`src/rtl/modtmr_pkg.sv`:
```
package modtmr_pkg;
  localparam int ADDR_W = 3;

  localparam logic [ADDR_W-1:0] A_CTRL   = 3'd0;
  localparam logic [ADDR_W-1:0] A_CNT_HI = 3'd1;
  localparam logic [ADDR_W-1:0] A_CNT_LO = 3'd2;
  localparam logic [ADDR_W-1:0] A_MOD_HI = 3'd3;
  localparam logic [ADDR_W-1:0] A_MOD_LO = 3'd4;

  localparam int FLAG_BIT = 7;
  localparam int IE_BIT   = 6;
  localparam int STOP_BIT = 5;
  localparam int CRST_BIT = 4;
  localparam int PS_LSB   = 0;
  localparam int PS_W     = 3;

  localparam logic [7:0] CTRL_RESET = 8'h20;

  typedef struct packed {
    logic ctrl_wr;
    logic ctrl_rd;
    logic cnt_hi_wr;
    logic cnt_lo_wr;
    logic cnt_hi_rd;
    logic cnt_lo_rd;
    logic mod_hi_wr;
    logic mod_lo_wr;
  } strb_t;
endpackage

```
`src/rtl/modtmr_prescale.sv`:
```
module modtmr_prescale #(
  parameter int SEL_W     = 3,
  parameter int MAX_SHIFT = 6
) (
  input  logic             clk_i,
  input  logic             rst_ni,
  input  logic             run_i,
  input  logic             clr_i,
  input  logic [SEL_W-1:0] sel_i,
  output logic             tick_o
);
  localparam logic [SEL_W-1:0] SHIFT_CAP = SEL_W'(MAX_SHIFT);

  logic [MAX_SHIFT-1:0] pre_q;
  logic [MAX_SHIFT-1:0] mask;
  logic [SEL_W-1:0]     shift;

  assign shift = (sel_i > SHIFT_CAP) ? SHIFT_CAP : sel_i;

  for (genvar i = 0; i < MAX_SHIFT; i++) begin : g_mask
    assign mask[i] = (shift > SEL_W'(i));
  end

  // tick on the last state of each 2^shift window
  assign tick_o = run_i && ((pre_q & mask) == mask);

  always_ff @(posedge clk_i or negedge rst_ni) begin
    if (!rst_ni)    pre_q <= '0;
    else if (clr_i) pre_q <= '0;
    else if (run_i) pre_q <= pre_q + 1'b1;
  end

  AST_PRE_FROZEN: assert property (@(posedge clk_i) disable iff (!rst_ni)
    !run_i && !clr_i |=> $stable(pre_q));
  AST_PRE_CLEARED: assert property (@(posedge clk_i) disable iff (!rst_ni)
    clr_i |=> pre_q == '0);
endmodule

```
`src/rtl/modtmr_count.sv`:
```
module modtmr_count #(
  parameter int CNT_W = 16
) (
  input  logic             clk_i,
  input  logic             rst_ni,
  input  logic             clr_i,
  input  logic             tick_i,
  input  logic             cnt_hi_wr_i,
  input  logic             cnt_lo_wr_i,
  input  logic             mod_hi_wr_i,
  input  logic             mod_lo_wr_i,
  input  logic [7:0]       wdata_i,
  output logic [CNT_W-1:0] cnt_o,
  output logic [CNT_W-1:0] mod_o,
  output logic             wrap_o
);
  localparam int HI_W = CNT_W - 8;

  logic [CNT_W-1:0] cnt_q, mod_q;
  logic             cpu_wr;

  assign cpu_wr = cnt_hi_wr_i || cnt_lo_wr_i;
  assign wrap_o = tick_i && !clr_i && !cpu_wr && (cnt_q == mod_q);
  assign cnt_o  = cnt_q;
  assign mod_o  = mod_q;

  always_ff @(posedge clk_i or negedge rst_ni) begin
    if (!rst_ni)          cnt_q <= '0;
    else if (clr_i)       cnt_q <= '0;
    else if (cnt_hi_wr_i) cnt_q <= {wdata_i[HI_W-1:0], cnt_q[7:0]};
    else if (cnt_lo_wr_i) cnt_q <= {cnt_q[CNT_W-1:8], wdata_i};
    else if (tick_i)      cnt_q <= (cnt_q == mod_q) ? '0 : cnt_q + 1'b1;
  end

  always_ff @(posedge clk_i or negedge rst_ni) begin
    if (!rst_ni)          mod_q <= '1;
    else if (mod_hi_wr_i) mod_q <= {wdata_i[HI_W-1:0], mod_q[7:0]};
    else if (mod_lo_wr_i) mod_q <= {mod_q[CNT_W-1:8], wdata_i};
  end

  AST_WRAP_TO_ZERO: assert property (@(posedge clk_i) disable iff (!rst_ni)
    wrap_o |=> cnt_q == '0);
  AST_CRST_ZERO: assert property (@(posedge clk_i) disable iff (!rst_ni)
    clr_i |=> cnt_q == '0);
  AST_CNT_HOLD: assert property (@(posedge clk_i) disable iff (!rst_ni)
    !tick_i && !clr_i && !cpu_wr |=> $stable(cnt_q));
endmodule

```
`src/rtl/modtmr_ctrl.sv`:
```
module modtmr_ctrl
  import modtmr_pkg::*;
(
  input  logic            clk_i,
  input  logic            rst_ni,
  input  logic            ctrl_wr_i,
  input  logic            ctrl_rd_i,
  input  logic [7:0]      wdata_i,
  input  logic            wrap_i,
  output logic            stop_o,
  output logic [PS_W-1:0] ps_o,
  output logic            crst_o,
  output logic [7:0]      rdata_o,
  output logic            irq_o
);
  logic            flag_q, ie_q, stop_q, armed_q;
  logic [PS_W-1:0] ps_q;
  logic            clr_req;

  assign clr_req = ctrl_wr_i && !wdata_i[FLAG_BIT] && armed_q;
  assign crst_o  = ctrl_wr_i && wdata_i[CRST_BIT];
  assign stop_o  = stop_q;
  assign ps_o    = ps_q;
  assign irq_o   = flag_q && ie_q;

  always_comb begin
    rdata_o = '0;
    rdata_o[FLAG_BIT] = flag_q;
    rdata_o[IE_BIT]   = ie_q;
    rdata_o[STOP_BIT] = stop_q;
    rdata_o[PS_LSB +: PS_W] = ps_q;
  end

  always_ff @(posedge clk_i or negedge rst_ni) begin
    if (!rst_ni) begin
      ie_q   <= CTRL_RESET[IE_BIT];
      stop_q <= CTRL_RESET[STOP_BIT];
      ps_q   <= CTRL_RESET[PS_LSB +: PS_W];
    end else if (ctrl_wr_i) begin
      ie_q   <= wdata_i[IE_BIT];
      stop_q <= wdata_i[STOP_BIT];
      ps_q   <= wdata_i[PS_LSB +: PS_W];
    end
  end

  // a new overflow wins over a pending clear and disarms it
  always_ff @(posedge clk_i or negedge rst_ni) begin
    if (!rst_ni) begin
      flag_q  <= 1'b0;
      armed_q <= 1'b0;
    end else begin
      if (wrap_i)       flag_q <= 1'b1;
      else if (clr_req) flag_q <= 1'b0;
      if (wrap_i || ctrl_wr_i)       armed_q <= 1'b0;
      else if (ctrl_rd_i && flag_q)  armed_q <= 1'b1;
    end
  end

  AST_OVF_SETS_FLAG: assert property (@(posedge clk_i) disable iff (!rst_ni)
    wrap_i |=> flag_q);
  AST_FLAG_FALL_NEEDS_WR0: assert property (@(posedge clk_i) disable iff (!rst_ni)
    $fell(flag_q) |-> $past(ctrl_wr_i) && !$past(wdata_i[FLAG_BIT]));
  AST_ONE_NO_EFFECT: assert property (@(posedge clk_i) disable iff (!rst_ni)
    ctrl_wr_i && wdata_i[FLAG_BIT] && !flag_q && !wrap_i |=> !flag_q);
endmodule

```
`src/rtl/modtmr_top.sv`:
```
module modtmr_top
  import modtmr_pkg::*;
#(
  parameter int CNT_W     = 16,
  parameter int MAX_SHIFT = 6
) (
  input  logic              clk_i,
  input  logic              rst_ni,
  input  logic [ADDR_W-1:0] addr_i,
  input  logic              rd_i,
  input  logic              wr_i,
  input  logic [7:0]        wdata_i,
  output logic [7:0]        rdata_o,
  output logic              irq_o
);
  strb_t            strb;
  logic [CNT_W-1:0] cnt, modv;
  logic [PS_W-1:0]  ps;
  logic [7:0]       ctrl_rdata;
  logic [7:0]       lat_q;
  logic             lat_vld_q;
  logic             stop, crst, tick, wrap;

  always_comb begin
    strb = '0;
    strb.ctrl_wr   = wr_i && (addr_i == A_CTRL);
    strb.ctrl_rd   = rd_i && (addr_i == A_CTRL);
    strb.cnt_hi_wr = wr_i && (addr_i == A_CNT_HI);
    strb.cnt_lo_wr = wr_i && (addr_i == A_CNT_LO);
    strb.cnt_hi_rd = rd_i && (addr_i == A_CNT_HI);
    strb.cnt_lo_rd = rd_i && (addr_i == A_CNT_LO);
    strb.mod_hi_wr = wr_i && (addr_i == A_MOD_HI);
    strb.mod_lo_wr = wr_i && (addr_i == A_MOD_LO);
  end

  modtmr_ctrl i_ctrl (
    .clk_i     (clk_i),
    .rst_ni    (rst_ni),
    .ctrl_wr_i (strb.ctrl_wr),
    .ctrl_rd_i (strb.ctrl_rd),
    .wdata_i   (wdata_i),
    .wrap_i    (wrap),
    .stop_o    (stop),
    .ps_o      (ps),
    .crst_o    (crst),
    .rdata_o   (ctrl_rdata),
    .irq_o     (irq_o)
  );

  modtmr_prescale #(.SEL_W(PS_W), .MAX_SHIFT(MAX_SHIFT)) i_pre (
    .clk_i  (clk_i),
    .rst_ni (rst_ni),
    .run_i  (!stop),
    .clr_i  (crst),
    .sel_i  (ps),
    .tick_o (tick)
  );

  modtmr_count #(.CNT_W(CNT_W)) i_cnt (
    .clk_i       (clk_i),
    .rst_ni      (rst_ni),
    .clr_i       (crst),
    .tick_i      (tick),
    .cnt_hi_wr_i (strb.cnt_hi_wr),
    .cnt_lo_wr_i (strb.cnt_lo_wr),
    .mod_hi_wr_i (strb.mod_hi_wr),
    .mod_lo_wr_i (strb.mod_lo_wr),
    .wdata_i     (wdata_i),
    .cnt_o       (cnt),
    .mod_o       (modv),
    .wrap_o      (wrap)
  );

  // low-byte capture for coherent two-byte counter reads
  always_ff @(posedge clk_i or negedge rst_ni) begin
    if (!rst_ni) begin
      lat_q     <= '0;
      lat_vld_q <= 1'b0;
    end else if (strb.cnt_hi_rd) begin
      lat_q     <= cnt[7:0];
      lat_vld_q <= 1'b1;
    end else if (strb.cnt_lo_rd) begin
      lat_vld_q <= 1'b0;
    end
  end

  always_comb begin
    case (addr_i)
      A_CTRL:   rdata_o = ctrl_rdata;
      A_CNT_HI: rdata_o = cnt[CNT_W-1 -: 8];
      A_CNT_LO: rdata_o = lat_vld_q ? lat_q : cnt[7:0];
      A_MOD_HI: rdata_o = modv[CNT_W-1 -: 8];
      A_MOD_LO: rdata_o = modv[7:0];
      default:  rdata_o = '0;
    endcase
  end

  AST_LATCH_CAPTURE: assert property (@(posedge clk_i) disable iff (!rst_ni)
    strb.cnt_hi_rd |=> lat_vld_q && (lat_q == $past(cnt[7:0])));
  AST_LATCH_HOLD: assert property (@(posedge clk_i) disable iff (!rst_ni)
    lat_vld_q && !strb.cnt_lo_rd && !strb.cnt_hi_rd |=> lat_vld_q && $stable(lat_q));
endmodule

```
`config.mk`:
```
export PLATFORM = sky130hd
export DESIGN_NAME = modtmr_top
export DESIGN_NICKNAME = d
export VERILOG_FILES = /design/src/rtl/modtmr_pkg.sv /design/src/rtl/modtmr_prescale.sv /design/src/rtl/modtmr_count.sv /design/src/rtl/modtmr_ctrl.sv /design/src/rtl/modtmr_top.sv
export SDC_FILE = /design/constraint.sdc
export NUM_CORES = 1
export LEC_CHECK = 0
export BUFFER_PORTS_ARGS = -buffer_cell sky130_fd_sc_hd__buf_4
export CAP_MARGIN = 10
export CORE_ASPECT_RATIO = 1.2
export CORE_UTILIZATION = 50
export CTS_CLUSTER_DIAMETER = 30
export DETAILED_ROUTE_END_ITERATION = 10
export PLACE_DENSITY = 0.71
export SYNTH_ARGS = -nofsm -noshare
export SYNTH_HDL_FRONTEND = slang
export SYNTH_HIERARCHICAL = 1
export SYNTH_SLANG_ARGS = --single-unit
```
`constraint.sdc`:
```
create_clock -name clk_i -period 2.1 [get_ports clk_i]
set_input_delay 0.315 -clock clk_i [delete_from_list [all_inputs] [get_ports clk_i]]
set_output_delay 0.315 -clock clk_i [all_outputs]
set_load 0.01 [all_outputs]
```
==> results of run 1 <==
through the flow:
step / total power [mW] / hold slack [ns]
2_1_floorplan: 2.72 / 0.0194
3_3_place_gp: 3.33 / 0.398
3_5_place_dp: 3.39 / 0.409
4_1_cts: 4.03 / 0.0535
5_1_grt: 4.31 / 0.0840
6_report: 4.08 / 0.0151
cells in the mapped netlist (6+ instances only):
master    count  area [um^2]
mux2i_1      16          160
a21oi_1      16         80.1
a221o_1      13          130
nand2_1      18         67.6
a22oi_1       7         52.6
mux2_2       16          180
o21ai_0      15         75.1
nor2_1       29          109
nand3_1      13         65.1
buf_4        11         82.6
dfrtp_1      37          926
mux2_4       13          195
clkbuf_1      8         30.0
nor3_1        8         40.0
or3_1         6         37.5
dfstp_2      17          447
nand2b_1      6         37.5
xor2_1       19          166
and3_1        7         43.8
nand4_1       8         50.1
worst max-delay path by stage:
stage          cells after the start  slack (ns)                       start                           to
5_1_grt                            9       -0.02  i_ctrl/ps_o[1]$_DFFE_PN0P_  i_cnt/cnt_o[11]$_DFFE_PN0P_
6_report                           9        0.03  i_ctrl/ps_o[1]$_DFFE_PN0P_  i_cnt/cnt_o[11]$_DFFE_PN0P_
3_5_place_dp                       9       0.001  i_ctrl/ps_o[1]$_DFFE_PN0P_   i_cnt/cnt_o[5]$_DFFE_PN0P_
3_3_place_gp                       5        0.07  i_cnt/cnt_o[3]$_DFFE_PN0P_  i_cnt/cnt_o[13]$_DFFE_PN0P_
4_1_cts                            5        0.01  i_cnt/cnt_o[0]$_DFFE_PN0P_                   rdata_o[0]
2_1_floorplan                     10        0.02                   addr_i[0]  i_cnt/cnt_o[15]$_DFFE_PN0P_
power by group through the flow:
stage	Sequential [mW]	Combinational [mW]	Clock, mW
after floorplan	1.73	0.992	0
after global placement	1.79	1.54	0
after detailed placement	1.81	1.58	0
after CTS	1.79	1.59	0.659
after global routing	1.84	1.78	0.692
final	1.80	1.62	0.648
flip-flops by register name, indices dropped and copies added (netlist names):
register	cells
i_cnt/cnt_o	16
i_cnt/mod_o	16
i_ctrl/stop_o	1
lat_vld_q	1
i_ctrl/flag_q	1
i_ctrl/ps_o	3
i_pre/pre_q	6
i_ctrl/ie_q	1
lat_q	8
i_ctrl/armed_q	1
what timing repair did:
item	4_1_cts	5_1_grt
gates resized for setup	3	16
endpoints found under the setup margin	9	13
pin swaps	0	4
worst max-delay path, stage by stage, from the launching register on:
cell	delay, ns
dfrtp_1	0.41
nor2b_1	0.13
o21ai_0	0.14
and4_1	0.27
nor2b_4	0.20
nand2_4	0.09
buf_4	0.15
or3_1	0.35
a21oi_1	0.16
a221o_1	0.12
kinds of logic after synthesis:
group / count (synthesis) / synth area share, %
other: 1 / 0.110
muxes: 45 / 15.6
xor gates and xnor gates: 20 / 5.12
and+or+nand+nor: 123 / 19.2
adders and majority gates: 2 / 0.731
AOI/OAI and AO/OA: 66 / 13.4
DFF: 54 / 40.1
buffers and inverters: 32 / 5.70
layout make-up:
cell class / count / area, um^2
clock buffer: 6 / 82.6
clock inverter: 2 / 17.5
timing repair buffer: 66 / 499
inverter: 5 / 18.8
multi-input combinational: 258 / 1920
tap: 85 / 106
sequential: 54 / 1380
fill: 559 / 2510
per-layer routing:
layer	vias to the layer above	part of all wire (%)	wire length, um	GRT usage, %
met5	-	0	0	0
met4	0	3.7	350	12.6
met3	25	5.0	472	3.94
met2	93	48	4550	45.6
met1	1477	43	4030	34.9
li1	1340	-	-	-
cells in the final DEF (no fill, tap or decap), types with 14 or more instances in the layout:
master / n
buf_4: 65
dfrtp_1: 33
dfstp_2: 17
mux2_2: 16
mux2i_1: 16
nand2_1: 17
nor2_1: 29
o21ai_0: 14
xor2_1: 19
==> results.py, run 1 <==
metrics = {
    "timing": {
        "finalWorstSetupSlack_ns": 0.0296,
        "setup_violations": 0,
        "skew_ns": 0.0107,
        "finalCriticalPeriod_ns": 2.07,
        "slew_headroom_pct": 52.6,
        "drv_slew": 0,
        "post-route-period-util_pct": 98.6,
        "hold_viol": 0,
        "worst_pin_slew_ns": 0.710,
        "max_freq_ghz": 0.483,
        "fin_tns_setup_ns": 0,
    },
    "critical_path": {
        "start_kind": "flip-flop",
        "rr_worst_depth": 9,
        "crit_path_end_kind": "flip-flop",
        "rrSetupSlack_ns": 0.03,
        "r2r_end": "i_cnt/cnt_o[11]$_DFFE_PN0P_",
        "arrival_ns": 2.34,
        "r2r-start": "i_ctrl/ps_o[1]$_DFFE_PN0P_",
        "cp.required_ns": 2.37,
        "critPathMaxFanout": 5,
        "crit_type": "flip-flop to flip-flop",
    },
    "outcome": {
        "outcome": "finished clean",
    },
    "floorplanning": {
        "row_count": 32,
        "fp.dieH_um": 92.6,
        "die_area_mm2": 0.00718,
        "die_w_um": 77.5,
        "start_util_pct": 52.5,
        "io_pins": 24,
        "core_mm2": 0.00653,
    },
    "route": {
        "ant_nets": 0,
        "viasPerCell": 6.17,
        "vias": 2935,
        "drt_iter0_markers": 197,
        "routedWlPerCell_um": 19.7,
        "drc": 0,
        "drtPass1Iterations": 4,
        "wl_um": 9400,
    },
    "synth": {
        "synth_edf_count": 0,
        "ys_ff_latch": 54,
        "postSynthCellCount": 343,
        "synthDistinctLibCells": 47,
        "seq_area_frac_synth_pct": 40.1,
        "yosys_warnings": 6,
        "synth_flop_cell": "dfrtp_1",
        "async_flop_share_pct": 100,
        "syn_avg_cell_area_um2": 9.98,
        "synthesis.area_mm2": 0.00342,
    },
    "finish": {
        "final_layout_size_suffix_gt1_share_pct": 36.1,
        "area_growth_pct": 17.4,
        "nets": 407,
        "finalNonFillerCells": 476,
        "design_area_mm2": 0.00402,
        "final_util_pct": 61.6,
        "n_antenna_cell": 0,
    },
    "power_and_ir_drop": {
        "seq_power_share_pct": 44.2,
        "p_sw_share_pct": 36.9,
        "vdd_drop_max_v": 0.000577,
        "power_density_mw_per_mm2": 1010,
        "power_frac_comb_pct": 39.9,
        "power.share.clock_pct": 15.9,
        "p_int_mw": 2.57,
        "power_leakage_nw": 1.80,
        "power_switching_mw": 1.50,
    },
    "clock_network": {
        "numCtsBuffers": 5,
        "clk_pin_slew_worst_paths_ns": 0.11,
        "postCtsHoldBufs": 0,
        "cts_sinks": 54,
        "post_cts_buffers": 0,
        "tritoncts": "done",
        "clk_path_buf_depth": 2,
        "cts_root_buf": "clkbuf_8",
        "ctsHtreeMaxLevel": 2,
        "clock_latency_ns": 0.32,
    },
    "global_routing": {
        "grt_usage_pct": 27.4,
        "grt_max_degree": 55,
        "grt-ovfl-total": 0,
        "grt_pass1_vias": 2892,
        "grt_pass1_wl_um": 14900,
        "antenna_found_initial": 0,
    },
    "placed_design": {
        "io_buffers": 23,
        "dpl-instance-area_mm2": 0.00386,
        "hpwl_um": 6780,
        "dpl_worst_slack_ns": 0.00110,
        "place_congestion": 0.890,
        "dp_cells": 468,
    },
    "min_path": {
        "worst_hold_path_type": "input pin to async pin",
    },
    "flow_run": {
        "drv_cap": 0,
    },
}
(Power assumes the default switching activity.)
==> inputs of run 2 (changes only) <==
- RECOVER_POWER: unset -> 25
- REMOVE_ABC_BUFFERS: unset -> 1
==> run 2 against run 1 <==
Register-to-register slack better by 0.03 ns. Clock skew fell by 0.0042 ns. Critical endpoint is now rdata_o[4]. Largest cell class unchanged. Critical path depth down 5. Total power is 2.4% lower. Combinational power is essentially flat. First-iteration DRC count up 1.0%. Highest routed layer unchanged. Critical path type is now flip-flop to primary output. Sequential power about the same. Maximum frequency rose by 1.4%.
==> results.py, run 2 (synthesis gave the netlist of run 1 again) <==
metrics = {
    "critical_path": {
        "cp-endpoint": "rdata_o[4]",
        "crit_start": "lat_vld_q$_DFFE_PN0P_",
        "rrSetupSlack_ns": 0.06,
        "r2r-start": "i_ctrl/ps_o[1]$_DFFE_PN0P_",
        "crit_path_end_kind": "primary output",
        "critPathMaxFanout": 10,
        "cp.required_ns": 1.78,
        "crit_type": "flip-flop to primary output",
        "rr_worst_depth": 9,
        "r2r_end": "i_cnt/cnt_o[5]$_DFFE_PN0P_",
        "arrival_ns": 1.73,
        "start_kind": "flip-flop",
    },
    "clock_network": {
        "cts_root_buf": "clkbuf_8",
        "numCtsBuffers": 5,
        "ctsHtreeMaxLevel": 2,
        "clk_pin_slew_worst_paths_ns": 0.10,
        "clock_latency_ns": 0.31,
        "cts_sinks": 54,
        "clk_path_buf_depth": 2,
        "tritoncts": "done",
        "postCtsHoldBufs": 0,
    },
    "timing": {
        "worst_pin_slew_ns": 1.35,
        "hold_viol": 0,
        "post-route-period-util_pct": 97.3,
        "drv_slew": 0,
        "fin_tns_setup_ns": 0,
        "finalCriticalPeriod_ns": 2.04,
        "skew_ns": 0.00652,
        "max_freq_ghz": 0.490,
        "setup_violations": 0,
        "slew_headroom_pct": 10.0,
        "finalWorstSetupSlack_ns": 0.0576,
        "rsz0062_at_grt": "true",
    },
    "global_routing": {
        "grt_max_degree": 55,
        "met1_usage_pct": 32.7,
        "grt.met3_usage_pct": 4.63,
        "grt-ovfl-total": 0,
        "grt_pass1_vias": 2784,
        "grt_pass1_wl_um": 14200,
        "grt_use_met2_pct": 44.2,
        "grt_usage_pct": 26.0,
        "gr-max-usage-layer": "met2",
        "antenna_found_initial": 0,
    },
    "route": {
        "routedWlPerCell_um": 18.6,
        "ant_nets": 0,
        "wl_um": 8890,
        "vias": 2874,
        "drtPass1Iterations": 5,
        "drt_iter0_markers": 199,
        "viasPerCell": 6.01,
        "drc": 0,
    },
    "floorplanning": {
        "row_count": 32,
        "start_util_pct": 52.5,
        "fp.dieH_um": 92.6,
        "io_pins": 24,
        "core_mm2": 0.00653,
        "die_area_mm2": 0.00718,
        "die_w_um": 77.5,
    },
    "outcome": {
        "outcome": "finished clean",
    },
    "finish": {
        "final_layout_size_suffix_gt1_share_pct": 34.4,
        "nets": 409,
        "multi_input_area_mm2": 0.00190,
        "n_antenna_cell": 0,
        "final_cell_mix": "buf_4, dfrtp_1, nor2_1",
        "design_area_mm2": 0.00400,
        "area_growth_pct": 16.8,
        "fillers": 573,
        "finalNonFillerCells": 478,
        "final_common_cell": "buf_4",
        "regArea_mm2": 0.00137,
    },
    "power_and_ir_drop": {
        "power_density_mw_per_mm2": 995,
        "power_leakage_nw": 1.80,
        "vdd_drop_max_v": 0.000394,
    },
    "flow_run": {
        "drv_cap": 0,
    },
    "min_path": {
        "min_from": "wdata_i[7]",
        "worst_hold_path_type": "input pin to flip-flop",
    },
    "placed_design": {
        "dpl_worst_slack_ns": -0.0114,
        "hpwl_um": 6420,
        "io_buffers": 23,
        "dpl-instance-area_mm2": 0.00386,
        "dp_cells": 469,
        "place_congestion": 0.881,
    },
}
[run 2: report_power, final]
group	switching [mW]	total [mW]	internal (mW)	leakage, nW
registers	0.361	1.78	1.42	0.619
logic	0.732	1.59	0.861	1.13
clock network	0.338	0.605	0.267	0.0482
total	1.43	3.98	2.55	1.80
[run 2: metrics by stage]
stage	hold WS (ns)	power (mW)	util (%)
global route	0.269	4.21	61.3
finish	0.282	3.98	61.3
floorplan	0.0194	2.65	-
global placement	0.398	3.27	59.1
CTS	0.0683	3.94	60.6
detailed placement	0.406	3.32	59.1
[run 2: cell type report]
cell class                      instances  area share [%]
Timing Repair Buffer                   68            12.7
Tap cell                               85            2.66
Sequential cell                        54            34.4
Clock buffer                            7            2.16
Clock inverter                          1           0.125
Inverter                                5           0.469
Multi-Input combinational cell        258            47.5
[run 2: how the worst min path moves through the flow]
stage	cells after the start	slack, ns	endpoint
floorplan	0	0.02	i_cnt/cnt_o[0]$_DFFE_PN0P_
global placement	1	0.40	i_pre/pre_q[4]$_DFFE_PN0P_
detailed placement	1	0.41	i_pre/pre_q[4]$_DFFE_PN0P_
CTS	1	0.07	i_cnt/cnt_o[8]$_DFFE_PN0P_
global route	3	0.27	i_cnt/cnt_o[3]$_DFFE_PN0P_
finish	3	0.28	i_cnt/cnt_o[15]$_DFFE_PN0P_
[run 2: layer usage]
metal	routed length, um	share of wire, %	vias to the layer above
met4	195	2.2	0
met3	425	4.8	20
met2	4440	50	62
met5	0	0	-
met1	3830	43	1442
li1	-	-	1350
[run 2: what timing repair did]
item / CTS / global route
setup endpoints to repair: 12 / 15
buffers inserted: 0 / 1
pin swaps: 0 / 4
gates resized for setup: 3 / 12
[run 2: worst max-delay path, stage by stage, from the launching register on]
cell,delay (ns)
dfrtp_2,0.55
mux2i_1,0.29
a21oi_1,0.10
a221o_1,0.32
buf_4,0.14
==> inputs of run 3 (changes only) <==
- CELL_PAD_IN_SITES_DETAIL_PLACEMENT: unset -> 1
- CELL_PAD_IN_SITES_GLOBAL_PLACEMENT: unset -> 1
- CORE_UTILIZATION: 50 -> 43
- MAX_ROUTING_LAYER: unset -> met4
- PLACE_DENSITY: 0.71 -> unset
- PLACE_DENSITY_LB_ADDON: unset -> 0.1
- clock period: 2.1 -> 1.78 ns (I/O delays scaled with it)
==> run 3 against run 2 <==
The flow now finishes with violations (setup timing). Clock skew grew 0.0055 ns. Combinational power increased by 100%. Routed wire length increased by 51%. Sequential share of layout area is 6.6 points lower. Non-clock buffer count is 64 higher. Via count rose by 15%. Largest power group is now combinational cells. Sequential cell count is the same.
==> results.py, run 3 (synthesis gave the netlist of run 1 again) <==
metrics = {
    "outcome": {
        "outcome": "finished with violations",
        "violations": "setup timing",
    },
    "timing": {
        "setup_violations": 24,
        "slew_headroom_pct": 38.0,
        "drv_slew": 0,
        "skew_ns": 0.0120,
        "finalCriticalPeriod_ns": 2.08,
        "finalWorstSetupSlack_ns": -0.296,
        "worst_hold_slack_ns": 0.256,
        "worst_pin_slew_ns": 0.929,
        "max_freq_ghz": 0.482,
        "rsz0062_at_grt": "true",
        "post-route-period-util_pct": 117,
        "hold_viol": 0,
    },
    "critical_path": {
        "crit_path_cell_trace": "nor2b_4 -> o21ai_2 -> and4_4 -> nor2b_4 -> nand2_4 -> buf_6 -> or3_4 -> a21oi_2 -> a221o_1",
        "r2r_end": "i_cnt/cnt_o[5]$_DFFE_PN0P_",
        "critPathBufInv": 1,
        "crit_type": "flip-flop to flip-flop",
        "crit_start": "i_ctrl/ps_o[0]$_DFFE_PN0P_",
        "crit_path_frequent_cell": "nor2b_4",
        "rrSetupSlack_ns": -0.30,
        "slowest_delay_ns": 0.41,
        "cp.required_ns": 2.03,
        "critPathMaxFanout": 6,
        "arrival_ns": 2.33,
        "slowest_stage": "dfrtp_1",
        "path_delay_family": "simple AND/OR/NAND/NOR gates",
        "critical_path_cell_count": 9,
        "crit_path_end_kind": "flip-flop",
        "start_kind": "flip-flop",
        "rr_worst_depth": 9,
        "r2r-start": "i_ctrl/ps_o[0]$_DFFE_PN0P_",
    },
    "clock_network": {
        "numCtsBuffers": 5,
        "cts_sinks": 54,
        "clk_pin_slew_worst_paths_ns": 0.10,
        "ctsHtreeMaxLevel": 2,
        "clk_path_buf_depth": 2,
        "clock_latency_ns": 0.32,
        "cts_root_buf": "clkbuf_8",
        "tritoncts": "done",
    },
    "placed_design": {
        "hpwl_um": 9180,
        "dpl_worst_slack_ns": -0.405,
        "io_buffers": 23,
        "place_congestion": 0.934,
    },
    "global_routing": {
        "grt-ovfl-total": 0,
        "antenna_found_initial": 0,
        "grt_max_degree": 32,
        "grt_pass1_wl_um": 19200,
        "grt_usage_pct": 31.6,
        "grt_pass1_vias": 3473,
    },
    "min_path": {
        "hold_end": "i_cnt/cnt_o[2]$_DFFE_PN0P_",
        "min_from": "wdata_i[2]",
        "worst_hold_path_type": "input pin to flip-flop",
        "hold_depth": 3,
    },
    "route": {
        "drt_iter0_markers": 157,
        "ant_nets": 0,
        "viasPerCell": 6.04,
        "drc": 0,
        "wl_um": 13400,
        "drtPass1Iterations": 4,
        "vias": 3318,
        "routedWlPerCell_um": 24.4,
    },
    "finish": {
        "final_cell_mix": "buf_4, dfrtp_1, buf_6",
        "fillers": 819,
        "final_layout_size_suffix_gt1_share_pct": 57.8,
        "final_common_cell": "buf_4",
        "n_antenna_cell": 0,
        "area_growth_pct": 45.8,
        "nets": 473,
    },
    "floorplanning": {
        "start_util_pct": 44.4,
        "row_count": 35,
        "fp.dieH_um": 99.7,
        "die_w_um": 83.5,
        "die_area_mm2": 0.00832,
        "core_mm2": 0.00771,
        "io_pins": 24,
    },
    "power_and_ir_drop": {
        "power_density_mw_per_mm2": 1210,
        "power_leakage_nw": 2.19,
        "p_total_mw": 6.05,
        "vdd_drop_max_v": 0.000660,
    },
    "flow_run": {
        "drv_cap": 0,
    },
}
run 3: timing repair:
action	CTS	global route
buffers inserted	6	10
gates resized for setup	48	84
endpoints found under the setup margin	26	26
hold buffers	1	0
pin swaps	23	24
endpoints found under the hold margin	20	0
run 3: stage by stage:
step	std cells	TNS [ns]	instance area [um^2]	utilization [%]
global route	549	-6.12	4990	64.7
CTS	541	-3.74	4590	59.5
floorplan	317	-8.14	3250	-
finish	549	-5.06	4990	64.7
global placement	526	-2.14	4280	55.6
detailed placement	526	-4.35	4280	55.6
run 3: power by group:
group	internal [mW]	switching, mW	leakage [nW]
registers	1.69	0.432	0.611
clock network	0.279	0.428	0.0452
logic	1.70	1.52	1.54
run 3: how the worst max path moves through the flow:
stage / end / slack [ns]
after global routing: i_cnt/cnt_o[5]$_DFFE_PN0P_ / -0.33
after floorplan: i_cnt/cnt_o[4]$_DFFE_PN0P_ / -0.60
after CTS: i_cnt/cnt_o[7]$_DFFE_PN0P_ / -0.22
after detailed placement: i_cnt/cnt_o[13]$_DFFE_PN0P_ / -0.41
final: i_cnt/cnt_o[5]$_DFFE_PN0P_ / -0.30
after global placement: i_cnt/cnt_o[15]$_DFFE_PN0P_ / -0.21
run 3: area by class of cell:
type	instances	area, um^2	share of cell area, %
timing repair buffer	132	1130	22.7
multi-input combinational	258	2250	45.1
sequential	54	1380	27.7
clock inverter	2	13.8	0.276
clock buffer	6	72.6	1.45
inverter	5	18.8	0.376
tap	92	115	2.31
run 3: routing by layer:
metal  wire, um  vias to the layer above  track usage, %  part of all wire (%)
li1           -                     1470               -                     -
met1       5050                     1682            36.8                    38
met2       6940                      116            56.3                    52
met3        776                       50            3.24                   5.8
met4        622                        0            12.4                   4.6
met5          0                        -               -                     0
run 3: worst register-to-register path, cell delays in order (launching register included):
cell     delay [ns]
dfrtp_1        0.41
nor2b_4        0.13
o21ai_2        0.20
and4_4         0.26
nor2b_4        0.18
nand2_4        0.08
buf_6          0.15
or3_4          0.36
a21oi_2        0.14
a221o_1        0.11
